==> src/rtl/ebr_pkg.sv <==
package ebr_pkg;

    typedef enum logic [2:0] {
        ST_IDLE,
        ST_KS_ADV,
        ST_KS_GET,
        ST_WAIT,
        ST_WIN,
        ST_DONE
    } ebr_state_e;

endpackage

==> src/rtl/ebr_sync.sv <==
// Synchronizes the comparator line and flags a level change.
module ebr_sync #(
    parameter int STAGES = 2
) (
    input  logic clk,
    input  logic rst_n,
    input  logic din,
    output logic change
);
    localparam int TOT = STAGES + 1;

    typedef struct packed {
        logic [TOT-1:0] sh;
    } sync_t;

    sync_t r_d, r_q;

    always_comb begin
        r_d    = r_q;
        r_d.sh = {r_q.sh[TOT-2:0], din};
    end

    always_ff @(posedge clk or negedge rst_n) begin
        if (!rst_n) r_q <= '0;
        else        r_q <= r_d;
    end

    assign change = r_q.sh[TOT-1] ^ r_q.sh[TOT-2];
endmodule

==> src/rtl/ebr_edge_cnt.sv <==
// Saturating per-window change counter.
module ebr_edge_cnt #(
    parameter int CNT_W = 6
) (
    input  logic             clk,
    input  logic             rst_n,
    input  logic             clr,
    input  logic             inc,
    output logic [CNT_W-1:0] count_q,
    output logic [CNT_W-1:0] count_nx
);
    localparam logic [CNT_W-1:0] SAT = '1;

    typedef struct packed {
        logic [CNT_W-1:0] cnt;
    } cnt_t;

    cnt_t r_d, r_q;

    always_comb begin
        if (r_q.cnt == SAT) count_nx = SAT;
        else                count_nx = r_q.cnt + CNT_W'(inc);
        r_d     = r_q;
        r_d.cnt = clr ? '0 : count_nx;
    end

    always_ff @(posedge clk or negedge rst_n) begin
        if (!rst_n) r_q <= '0;
        else        r_q <= r_d;
    end

    assign count_q = r_q.cnt;
endmodule

==> src/rtl/ebr_band.sv <==
// Decides 1 when a count lies strictly between the band limits.
module ebr_band #(
    parameter int CNT_W   = 6,
    parameter int EDGE_LO = 20,
    parameter int EDGE_HI = 60
) (
    input  logic [CNT_W-1:0] count,
    output logic             hit
);
    localparam logic [CNT_W-1:0] LO = CNT_W'(EDGE_LO);
    localparam logic [CNT_W-1:0] HI = CNT_W'(EDGE_HI);

    always_comb hit = (count > LO) && (count < HI);
endmodule

==> src/rtl/edge_bit_rx.sv <==
module edge_bit_rx
    import ebr_pkg::*;
#(
    parameter int MAX_BITS   = 16,
    parameter int REQ_W      = 8,
    parameter int WAIT_TICKS = 490,
    parameter int WIN_TICKS  = 150,
    parameter int EDGE_LO    = 20,
    parameter int EDGE_HI    = 60,
    parameter int ADV_STEPS  = 2,
    parameter int SYNC_STG   = 2,
    localparam int NB_W      = $clog2(MAX_BITS + 1)
) (
    input  logic                clk,
    input  logic                rst_n,
    input  logic                tick,
    input  logic                start,
    input  logic                decrypt,
    input  logic [REQ_W-1:0]    req_bits,
    input  logic                rx_in,
    input  logic                ks_bit,
    output logic                ks_step,
    output logic [MAX_BITS-1:0] data,
    output logic                valid,
    output logic [NB_W-1:0]     nbits,
    output logic                timer_clr
);
    localparam int CNT_W  = $clog2(EDGE_HI + 1);
    localparam int WAIT_W = $clog2(WAIT_TICKS);
    localparam int WIN_W  = $clog2(WIN_TICKS);
    localparam int ADV_W  = $clog2(ADV_STEPS + 1);
    localparam logic [WAIT_W-1:0] WAIT_LAST = WAIT_W'(WAIT_TICKS - 1);
    localparam logic [WIN_W-1:0]  WIN_LAST  = WIN_W'(WIN_TICKS - 1);
    localparam logic [ADV_W-1:0]  ADV_LAST  = ADV_W'(ADV_STEPS - 1);

    typedef struct packed {
        ebr_state_e          st;
        logic [NB_W-1:0]     n;
        logic [NB_W-1:0]     idx;
        logic [ADV_W-1:0]    adv;
        logic [WAIT_W-1:0]   wcnt;
        logic [WIN_W-1:0]    bcnt;
        logic [MAX_BITS-1:0] acc;
        logic [MAX_BITS-1:0] data;
        logic [NB_W-1:0]     nbits;
        logic                valid;
        logic                clr;
    } rx_t;

    rx_t r_d, r_q;

    logic             edge_seen;
    logic             cnt_clr;
    logic [CNT_W-1:0] cnt_q;
    logic [CNT_W-1:0] cnt_nx;
    logic             bit_hit;
    logic             in_win;
    logic             win_end;
    logic [NB_W-1:0]  n_req;

    ebr_sync #(.STAGES(SYNC_STG)) u_sync (
        .clk    (clk),
        .rst_n  (rst_n),
        .din    (rx_in),
        .change (edge_seen)
    );

    ebr_edge_cnt #(.CNT_W(CNT_W)) u_cnt (
        .clk      (clk),
        .rst_n    (rst_n),
        .clr      (cnt_clr),
        .inc      (edge_seen),
        .count_q  (cnt_q),
        .count_nx (cnt_nx)
    );

    ebr_band #(.CNT_W(CNT_W), .EDGE_LO(EDGE_LO), .EDGE_HI(EDGE_HI)) u_band (
        .count (cnt_nx),
        .hit   (bit_hit)
    );

    assign in_win  = (r_q.st == ST_WIN);
    assign win_end = in_win && tick && (r_q.bcnt == WIN_LAST);
    assign cnt_clr = !in_win || win_end;
    assign n_req   = (req_bits > REQ_W'(MAX_BITS)) ? NB_W'(MAX_BITS) : NB_W'(req_bits);
    assign ks_step = (r_q.st == ST_KS_ADV) || (r_q.st == ST_KS_GET);

    always_comb begin
        r_d       = r_q;
        r_d.valid = 1'b0;
        r_d.clr   = 1'b0;

        // wait counter runs from start until the first window opens
        if ((r_q.st == ST_KS_ADV || r_q.st == ST_KS_GET || r_q.st == ST_WAIT)
            && tick && (r_q.wcnt != WAIT_LAST))
            r_d.wcnt = r_q.wcnt + 1'b1;

        unique case (r_q.st)
            ST_IDLE: begin
                if (start) begin
                    r_d.n    = n_req;
                    r_d.idx  = '0;
                    r_d.adv  = '0;
                    r_d.wcnt = '0;
                    r_d.acc  = '0;
                    r_d.st   = decrypt ? ST_KS_ADV : ST_WAIT;
                end
            end
            ST_KS_ADV: begin
                r_d.adv = r_q.adv + 1'b1;
                if (r_q.adv == ADV_LAST)
                    r_d.st = (r_q.n == '0) ? ST_WAIT : ST_KS_GET;
            end
            ST_KS_GET: begin
                r_d.acc = r_q.acc | ({{(MAX_BITS-1){1'b0}}, ks_bit} << r_q.idx);
                r_d.idx = r_q.idx + 1'b1;
                if (r_q.idx + 1'b1 == r_q.n) begin
                    r_d.idx = '0;
                    r_d.st  = ST_WAIT;
                end
            end
            ST_WAIT: begin
                if (tick && (r_q.wcnt == WAIT_LAST)) begin
                    r_d.bcnt = '0;
                    r_d.st   = (r_q.n == '0) ? ST_DONE : ST_WIN;
                end
            end
            ST_WIN: begin
                if (tick) begin
                    if (r_q.bcnt == WIN_LAST) begin
                        r_d.bcnt = '0;
                        r_d.acc  = r_q.acc ^ ({{(MAX_BITS-1){1'b0}}, bit_hit} << r_q.idx);
                        r_d.idx  = r_q.idx + 1'b1;
                        if (r_q.idx + 1'b1 == r_q.n) r_d.st = ST_DONE;
                    end else begin
                        r_d.bcnt = r_q.bcnt + 1'b1;
                    end
                end
            end
            ST_DONE: begin
                r_d.data  = r_q.acc;
                r_d.nbits = r_q.n;
                r_d.valid = 1'b1;
                r_d.clr   = 1'b1;
                r_d.st    = ST_IDLE;
            end
            default: r_d.st = ST_IDLE;
        endcase
    end

    always_ff @(posedge clk or negedge rst_n) begin
        if (!rst_n) begin
            r_q    <= '0;
            r_q.st <= ST_IDLE;
        end else begin
            r_q <= r_d;
        end
    end

    assign data      = r_q.data;
    assign valid     = r_q.valid;
    assign nbits     = r_q.nbits;
    assign timer_clr = r_q.clr;
endmodule

==> config.mk <==
export PLATFORM = sky130hd
export DESIGN_NAME = edge_bit_rx
export DESIGN_NICKNAME = d
export VERILOG_FILES = /design/src/rtl/ebr_pkg.sv /design/src/rtl/ebr_sync.sv /design/src/rtl/ebr_edge_cnt.sv /design/src/rtl/ebr_band.sv /design/src/rtl/edge_bit_rx.sv
export SDC_FILE = /design/constraint.sdc
export NUM_CORES = 1
export LEC_CHECK = 0
export ABC_CLOCK_PERIOD_IN_PS = 4990
export BUFFER_PORTS_ARGS = -buffer_cell sky130_fd_sc_hd__buf_2
export CORE_ASPECT_RATIO = 1.5
export CORE_UTILIZATION = 30
export CTS_CLUSTER_DIAMETER = 200
export CTS_CLUSTER_SIZE = 12
export DETAILED_ROUTE_END_ITERATION = 12
export PLACE_DENSITY = 0.45
export SYNTH_ARGS = -nofsm -noshare
export SYNTH_HDL_FRONTEND = slang
export SYNTH_SLANG_ARGS = --single-unit
==> constraint.sdc <==
create_clock -name clk -period 4.99 [get_ports clk]
set_clock_uncertainty 0.2 [all_clocks]
set_input_delay 0.998 -clock clk [delete_from_list [all_inputs] [get_ports clk]]
set_output_delay 0.998 -clock clk [all_outputs]
set_load 0.01 [all_outputs]
After elaboration in Yosys (flattened, before gate mapping)

Index checks and enable logic that the tools add are counted.

Register bits after elaboration: 80
Input bits: 15
Output and inout port bits: 24
Logic and storage cells: 93

Add/sub/neg operators: 5
Magnitude comparators: 3
Equality and inequality tests: 18
Shift-type cells: 2
Multiplexer cells: 29
Bitwise operators: 3
Reductions and logical operators: 20

Operators with widths:

| cell                | number |
|---|---|
| $mux 24             | 2 |
| $pmux 16 s3         | 1 |
| $mux 16             | 2 |
| $shl 1x5->16        | 2 |
| $mux 5              | 4 |
| $mux 3              | 6 |
| $mux 9              | 2 |
| $mux 8              | 2 |
| $or 16x16->16       | 1 |
| $pmux 8 s2          | 1 |
| $xor 16x16->16      | 1 |
| $pmux 3 s5          | 1 |
| $pmux 5 s3          | 1 |
| $mux 6              | 2 |
| $ne 2x1->1 const B  | 5 |
| $add 9x1->9 const B | 1 |
| $eq 9x9->1 const B  | 1 |
| $ne 9x9->1 const B  | 1 |
| $add 8x1->8 const B | 1 |
| $eq 8x8->1 const B  | 1 |
| $gt 8x5->1 const B  | 1 |
| $reduce_and 7->1    | 1 |
| $add 6x1->6         | 1 |
| $eq 3x2->1 const B  | 2 |
| 24 further kinds    | 37 |

Longest topological paths before layout

Gate-level depths: netlist of the first run.

Word-level depth: 10
Mapped depth: 11
Mapped depth without buffers: 9

Hierarchy

A second synthesis of the first run with hierarchy kept.

Cells, all modules: 432
Area total of the unflattened synthesis: 4357.9 um2

Modules (own cells, without submodules):

| module       | times used | cells an instance | area an instance (um2) | sequential area each (um2) |
|---|---|---|---|---|
| edge_bit_rx  | 1          | 389               | 3897.5                 | 1751.7 |
| ebr_edge_cnt | 1          | 34                | 342.8                  | 150.1 |
| ebr_sync     | 1          | 4                 | 83.8                   | 75.1 |
| ebr_band     | 1          | 5                 | 33.8                   | 0.0 |

Worst setup path before layout of the first run

OpenSTA, ideal clock, no wires.

Path type: reg-to-reg
Start point: reg u_sync.r_q[1] (netlist name)
End point: reg r_q[29] (netlist name)
Setup time: 80 ps
Arrival: 2272 ps
Required time: 4710 ps
Slack: 2438 ps
Cell stages (with the launch flop): 11
Buffers on the path: 1
Period minus slack after synthesis: 2552 ps
Path through: dfrtp_1 -> xor2_1 -> ha_1 -> ha_1 -> buf_2 -> nor4bb_1 -> a31oi_1 -> a311oi_4 -> a21oi_2 -> and4bb_1 -> o22ai_2

Longest elaborated chain between the ends: 10
Elaborated cells between the ends (all ways): 11
Those cells by class: add/sub: 1; order compare: 2; shift: 1; mux: 4; bitwise: 2; reduce/logical: 1

RTL lines:

| what                                            | RTL line           | source |
|---|---|---|
| from (decl)                                     | ebr_sync.sv:16     | `sync_t r_d, r_q;` |
| from (signal assigned)                          | ebr_sync.sv:25     | `else r_q <= r_d;` |
| $xor 1x1->1 (*)                                 | ebr_sync.sv:28     | `assign change = r_q.sh[TOT-1] ^ r_q.sh[TOT-2];` |
| $add 6x1->6 (*)                                 | ebr_edge_cnt.sv:22 | `else count_nx = r_q.cnt + CNT_W'(inc);` |
| $mux 6 (*)                                      | ebr_edge_cnt.sv:21 | `if (r_q.cnt == SAT) count_nx = SAT;` |
| $gt 6x5->1 / $lt 6x6->1 (equally long branches) | ebr_band.sv:13     | `always_comb hit = (count > LO) && (count < HI);` |
| $logic_and 1x1->1 (*)                           | ebr_band.sv:13     |  |
| $shl 1x5->16 (*)                                | edge_bit_rx.sv:132 | `r_d.acc = r_q.acc ^ ({{(MAX_BITS-1){1'b0}}, bit_hit} << r_q.idx);` |
| $xor 16x16->16 (*)                              | edge_bit_rx.sv:132 |  |
| $mux 16 (*)                                     | edge_bit_rx.sv:130 | `if (r_q.bcnt == WIN_LAST) begin` |
| $mux 24 (*)                                     | edge_bit_rx.sv:129 | `if (tick) begin` |
| $pmux 16 s3 (*)                                 | edge_bit_rx.sv:98  | `unique case (r_q.st)` |
| to (signal assigned)                            | edge_bit_rx.sv:156 | `r_q <= r_d;` |
| to (decl)                                       | edge_bit_rx.sv:50  | `rx_t r_d, r_q;` |

Every way passes the cells marked *; elsewhere a longest branch is shown, timed or not. The select of a mux whose other input is x is not followed.
A chain may end at the register's enable or synchronous reset.

Worst setup path after layout of the first run

Start point: reg r_q[70] (netlist name)
End point: reg r_q[62] (netlist name)

Longest elaborated chain between the ends: 3
Elaborated cells between the ends (all ways): 9
Those cells by class: eq/ne: 5; mux: 1; reduce/logical: 3

RTL lines:

| what                                                | RTL line |
|---|---|
| $eq 3x3->1 (tied with other cells)                  | edge_bit_rx.sv:98 |
| $ne 2x1->1 (no source line) (tied with other cells) | n/a |
| $reduce_and 4->1 (no source line)                   | n/a |

Several ways; a longest one is shown, not always the timed one.

==> flow_metrics.py, run 1 <==
metrics = {
    "critical_path": {
        "end_kind": "flop",
        "cp.arrival_ns": 3.07,
        "startpoint_type": "flop",
        "crit_required_ns": 5.01,
        "critical_path.max_fanout": 20,
        "critical_path_class": "reg -> reg",
    },
    "placed_design": {
        "placed_cell_area_mm2": 0.00484,
        "routabilityCongestion": 0.839,
        "numPortBuffers": 38,
        "place_ws_ns": 1.83,
        "hpwl_um": 8090,
    },
    "cells_and_area": {
        "area_growth_pct": 9.63,
        "fill_cells": 1592,
        "drive_above_1_share": 0.146,
        "final_nets": 558,
        "stdcell_area_mm2": 0.00514,
        "antenna_cells": 0,
    },
    "power": {
        "irDropWorstVdd_uv": 155,
        "switching_share": 0.336,
        "power_frac_seq": 0.452,
        "p_sw_uw": 663,
        "internal-power_mw": 1.31,
        "comb_power_share": 0.205,
        "clkPwrFrac": 0.343,
        "total_power_mw": 1.97,
        "p_per_area_mw_per_mm2": 383,
        "p_leak_nw": 2.26,
    },
    "run": {
        "maxCapViolCount": 0,
    },
    "timing": {
        "hold_viol_final": 0,
        "setup_viol_count_final": 0,
        "rsz0062_at_grt": "no",
        "fin_crit_sh": 0.610,
        "fmaxAchievable_ghz": 0.328,
        "worst_hold_slack_ns": 0.147,
        "slew_headroom": 0.301,
        "fin_crit_ns": 3.05,
        "finalSetupTns_ns": 0,
        "final.setup.worst_slack_ns": 1.94,
        "drv_slew": 0,
        "tightestPinTransition_ns": 1.05,
    },
    "detailed_routing": {
        "vias": 3890,
        "drc_errors": 0,
        "drt_pass1_iterations": 5,
        "wirelength_um": 11900,
        "drt_iter0_drc": 199,
        "detail-route-antenna-nets": 0,
        "viasPerCell": 5.26,
        "avgRoutedWirePerCell_um": 16.1,
    },
    "synth": {
        "synth-async-reset-ratio": 1.00,
        "avgSynthCellArea_um2": 8.80,
        "seq_area_frac_synth": 0.421,
        "synth_edf_count": 0,
        "syn_area_mm2": 0.00469,
        "synthCells": 533,
        "yosysUniqueCellTypes": 67,
        "ys_ff_latch": 79,
        "yosys_most_used_dff": "dfrtp_1",
        "ys_warn_count": 0,
        "syn_nets": 556,
    },
    "global_route": {
        "grt_first_pass_wirelength_um": 19900,
        "antenna_found_initial": 0,
        "grt_max_degree": 80,
        "overflow": 0,
        "track_usage": 0.155,
        "grt_pass1_vias": 3971,
    },
    "floorplanning": {
        "rows": 55,
        "core-area_mm2": 0.0152,
        "die_y_um": 155,
        "die_w_um": 104,
        "start_util": 0.309,
        "dieArea_mm2": 0.0162,
        "ios": 39,
    },
    "clocking": {
        "cts_sinks": 79,
        "post_cts_buffers": 0,
        "clkLatencyLatePin_ns": 0.34,
        "cts_max_path_buffers": 2,
        "cts_resized": 0,
        "path_clk_slew_ns": 0.06,
        "htreeDepth": 3,
        "cts_made_buffers": 9,
        "cts_tree": "done",
        "cts_root_buffer": "clkbuf_16",
        "hold_buffers": 0,
    },
    "run_status": {
        "outcome": "finished clean",
    },
    "worst_hold_path": {
        "hold_path_class": "reg -> reg",
    },
}
-- kinds of logic after synthesis --
| group | count (synthesis) | synth area share |
|---|---|---|
| AO/OA/AOI/OAI | 103 | 0.155 |
| AND/OR/NAND/NOR | 256 | 0.277 |
| multiplexers | 6 | 0.0141 |
| buffers and inverters | 61 | 0.0739 |
| flip-flops | 79 | 0.421 |
| adder cells (fa/ha/maj) | 8 | 0.0213 |
| XOR/XNOR | 20 | 0.0373 |
-- cells in the mapped netlist, types with 3 or more instances --
library cell | instances | area (µm²)
a211oi_1 | 3 | 22.5
a21o_1 | 4 | 30.0
a21oi_1 | 22 | 110
a22o_1 | 6 | 52.6
a31oi_1 | 10 | 62.6
and3_1 | 9 | 56.3
and4_1 | 4 | 35.0
buf_2 | 7 | 35.0
buf_4 | 23 | 173
buf_6 | 3 | 33.8
clkbuf_1 | 13 | 48.8
dfrtp_1 | 79 | 1980
ha_1 | 8 | 100
inv_1 | 12 | 45.0
mux2_2 | 5 | 56.3
nand2_1 | 96 | 360
nand2b_1 | 6 | 37.5
nand3_1 | 21 | 105
nand3b_1 | 5 | 37.5
nand4_1 | 11 | 68.8
nor2_1 | 52 | 195
nor2b_1 | 3 | 18.8
nor3_1 | 8 | 40.0
nor3b_1 | 3 | 22.5
nor4_1 | 13 | 81.3
o21ai_0 | 19 | 95.1
o21ai_1 | 4 | 20.0
o22ai_1 | 9 | 56.3
o31ai_1 | 5 | 37.5
or3_1 | 4 | 25.0
xnor2_1 | 9 | 78.8
xor2_1 | 11 | 96.3
-- cell type report --
| class | count | area, µm² | share of cell area |
|---|---|---|---|
| Multi-Input combinational cell | 393 | 2370 | 0.460 |
| Inverter | 13 | 48.8 | 0.00949 |
| Timing Repair Buffer | 39 | 200 | 0.0389 |
| Tap cell | 199 | 249 | 0.0484 |
| Clock inverter | 5 | 57.6 | 0.0112 |
| Sequential cell | 79 | 1980 | 0.384 |
| Clock buffer | 11 | 243 | 0.0472 |
-- placed cells by master (no fill, tap or decap), types with 3 or more instances in the layout --
cell type / Yosys / routed
nor4_1: 13 / 13
and4_1: 4 / 4
nor3_1: 8 / 8
o31ai_1: 5 / 5
a21o_1: 4 / 4
a22o_1: 6 / 6
clkbuf_16: 0 / 9
inv_1: 12 / 12
o21ai_0: 19 / 19
or3_1: 4 / 4
xor2_1: 11 / 11
nor2_1: 52 / 52
o21ai_1: 4 / 4
ha_1: 8 / 8
nor3b_1: 3 / 3
a21oi_1: 22 / 22
a211oi_1: 3 / 3
a31oi_1: 10 / 10
mux2_2: 5 / 5
nor2b_1: 3 / 3
nand3b_1: 5 / 5
o22ai_1: 9 / 9
nand4_1: 11 / 11
and3_1: 9 / 9
nand2_1: 96 / 96
buf_2: 7 / 37
xnor2_1: 9 / 9
nand3_1: 21 / 21
dfrtp_1: 79 / 79
nand2b_1: 6 / 6
-- sequential cells by signal, summed over array words and instances (netlist names) --
register,flops
u_sync.r_q,3
r_q,48
u_cnt.count_q,6
nbits,5
data,16
timer_clr,1
-- metal layers --
metal,wire length (µm),global-route usage
met5,0,0
met4,272,0.0707
met3,483,0.0243
met2,6260,0.283
met1,4860,0.176
-- power groups by stage --
| stage | logic [mW] | registers [mW] | clock network (mW) |
|---|---|---|---|
| after floorplan | 0.355 | 0.840 | 0 |
| after global placement | 0.400 | 0.899 | 0 |
| after detailed placement | 0.405 | 0.901 | 0 |
| after CTS | 0.407 | 0.890 | 0.696 |
| after global routing | 0.462 | 0.913 | 0.721 |
| final | 0.403 | 0.890 | 0.677 |
-- stage by stage --
step,cells,utilization
2_1_floorplan,533,-
3_3_place_gp,723,0.318
3_5_place_dp,723,0.318
4_1_cts,739,0.338
5_1_grt,739,0.338
6_report,739,0.338
-- path summary, 6_finish.rpt --
| check | slack (ns) | to | cells past startpoint | startpoint |
|---|---|---|---|---|
| max in group asynchronous | 3.26 | u_sync.r_q[0] | 1 | rst_n |
| min in group asynchronous | 0.62 | data[15] | 1 | rst_n |
| worst min register to register | 0.15 | u_sync.r_q[1] | 0 | u_sync.r_q[0] |
| worst max register to register | 1.94 | r_q[62] | 6 | r_q[70] |
| worst max-delay path | 1.94 | r_q[62] | 6 | r_q[70] |
| worst min-delay path | 0.15 | u_sync.r_q[1] | 0 | u_sync.r_q[0] |
-- critical path, cell delays in order (launching register included) --
cell     delay (ns)
dfrtp_1        0.69
nor3b_2        0.85
o41ai_4        0.30
nand2_2        0.44
nor3_2         0.09
a21o_1         0.16
a22o_1         0.19
Note: power is estimated with default switching activity, not from simulation.
==> run 2: changes to the inputs <==
Settings changed: ABC_CLOCK_PERIOD_IN_PS 4990 to 2770, PLACE_DENSITY 0.45 to 0.46.
Clock period 4.99 ns to 2.77 ns, I/O delays scaled along.
==> flow_metrics.py, run 2 (synthesis gave the netlist of run 1 again) <==
metrics = {
    "worst_hold_path": {
        "min_from": "rx_in",
        "hold_path_class": "in -> reg",
        "hold_path_depth": 1,
        "min_to": "u_sync.r_q[0]",
    },
    "critical_path": {
        "r2r-start": "u_sync.r_q[1]",
        "startpoint_type": "flop",
        "rr_worst_depth": 10,
        "path_cells": "xor2_1 > ha_1 > ha_2 > a21oi_1 > o22ai_1 > o21ai_1 > nand2_1 > buf_4 > a31oi_1 > o22ai_1",
        "critical_path_class": "reg -> reg",
        "r2r_slack_ns": 0.21,
        "end_kind": "flop",
        "crit_required_ns": 2.79,
        "critical_path.max_fanout": 15,
        "slowest_stage": "o21ai_1",
        "cp.arrival_ns": 2.58,
        "slowest_delay_ns": 0.45,
        "timing.critical_path.mode_cell": "o22ai_1",
        "rr_endpoint": "r_q[28]",
    },
    "detailed_routing": {
        "avgRoutedWirePerCell_um": 15.5,
        "drt_pass1_iterations": 4,
        "drt_iter0_drc": 170,
        "detail-route-antenna-nets": 0,
        "drc_errors": 0,
        "viasPerCell": 5.15,
        "vias": 3900,
        "wirelength_um": 11700,
    },
    "clocking": {
        "htreeDepth": 3,
        "clkLatencyLatePin_ns": 0.34,
        "cts_made_buffers": 9,
        "cts_sinks": 79,
        "cts_max_path_buffers": 2,
        "post_cts_buffers": 0,
        "path_clk_slew_ns": 0.06,
        "cts_tree": "done",
        "cts_root_buffer": "clkbuf_16",
    },
    "timing": {
        "drv_slew": 0,
        "fmaxAchievable_ghz": 0.391,
        "tightestPinTransition_ns": 0.586,
        "setup_viol_count_final": 0,
        "slew_headroom": 0.607,
        "fin_crit_sh": 0.923,
        "fin_crit_ns": 2.56,
        "rsz0062_at_grt": "no",
        "final.setup.worst_slack_ns": 0.213,
        "finalSetupTns_ns": 0,
        "hold_viol_final": 0,
    },
    "cells_and_area": {
        "fill_cells": 1573,
        "mostFrequentLayoutCells": "nand2_1, dfrtp_1, nor2_1, buf_2, a21oi_1",
        "fin_util": 0.351,
        "drive_above_1_share": 0.177,
        "largest_reg_flops": 48,
        "antenna_cells": 0,
        "final_common_cell": "nand2_1",
        "stdcell_area_mm2": 0.00534,
        "area_growth_pct": 13.8,
        "fin_cells": 758,
        "largest-register": "r_q",
        "final_nets": 577,
    },
    "floorplanning": {
        "ios": 39,
        "rows": 55,
        "die_w_um": 104,
        "core-area_mm2": 0.0152,
        "dieArea_mm2": 0.0162,
        "start_util": 0.309,
        "die_y_um": 155,
    },
    "global_route": {
        "grt_first_pass_wirelength_um": 19900,
        "grt_pass1_vias": 3983,
        "overflow": 0,
        "antenna_found_initial": 0,
        "track_usage": 0.154,
        "grt_max_degree": 49,
    },
    "power": {
        "p_per_area_mw_per_mm2": 676,
        "p_leak_nw": 2.36,
        "irDropWorstVdd_uv": 367,
    },
    "placed_design": {
        "place_ws_ns": 0.0166,
        "hpwl_um": 8570,
        "routabilityCongestion": 0.842,
        "dp.cells": 741,
        "placed_cell_area_mm2": 0.00500,
        "numPortBuffers": 38,
    },
    "run_status": {
        "outcome": "finished clean",
    },
    "run": {
        "maxCapViolCount": 0,
    },
}
run 2: how the worst max path moves through the flow:
stage	startpoint	end	cells after the start
after floorplan	u_sync.r_q[1]	r_q[29]	10
after global placement	u_sync.r_q[1]	r_q[38]	10
after detailed placement	u_sync.r_q[1]	r_q[38]	10
after CTS	u_sync.r_q[1]	r_q[38]	10
after global routing	u_sync.r_q[1]	r_q[23]	10
final	u_sync.r_q[1]	r_q[28]	10
run 2: report_power, final:
group          total [mW]  switching (mW)  internal (mW)
Sequential           1.54           0.205           1.34
Clock                1.23           0.485          0.746
Combinational       0.839           0.497          0.341
Total                3.61            1.19           2.42
run 2: worst max-delay path: cells and delay by family (launching register included):
kind / cells / cell delay [ns]
compound gates: 5 / 0.96
buf+inv: 1 / 0.21
fa+ha+maj: 2 / 0.41
xor+xnor: 1 / 0.16
simple gates: 1 / 0.09
flops: 1 / 0.38
run 2: area by class of cell:
class / instances / area (µm²) / area share
clock inverter: 5 / 56.3 / 0.0105
multi-input combinational: 393 / 2390 / 0.447
clock buffer: 11 / 253 / 0.0473
tap: 199 / 249 / 0.0466
inverter: 13 / 48.8 / 0.00914
sequential: 79 / 1980 / 0.370
timing repair buffer: 58 / 370 / 0.0694
run 2: routing by layer:
| layer | up-vias | track usage | share of wire |
|---|---|---|---|
| met1 | 1935 | 0.178 | 0.43 |
| met3 | 11 | 0.0297 | 0.019 |
| met4 | 0 | 0.0633 | 0.013 |
| li1 | 1907 | - | - |
| met5 | - | 0 | 0 |
| met2 | 47 | 0.278 | 0.54 |
run 2: per-stage QoR:
step	hold WS [ns]	power (mW)
4_1_cts	0.105	3.67
5_1_grt	0.106	3.83
6_report	0.123	3.61
3_3_place_gp	0.140	2.39
2_1_floorplan	0.0584	2.15
3_5_place_dp	0.136	2.41
run 2: what timing repair did:
| item | 4_1_cts | 5_1_grt |
|---|---|---|
| hold buffers | 1 | 0 |
| resized for setup | 0 | 3 |
| setup endpoints to repair | 0 | 11 |
| endpoints found under the hold margin | 31 | 0 |
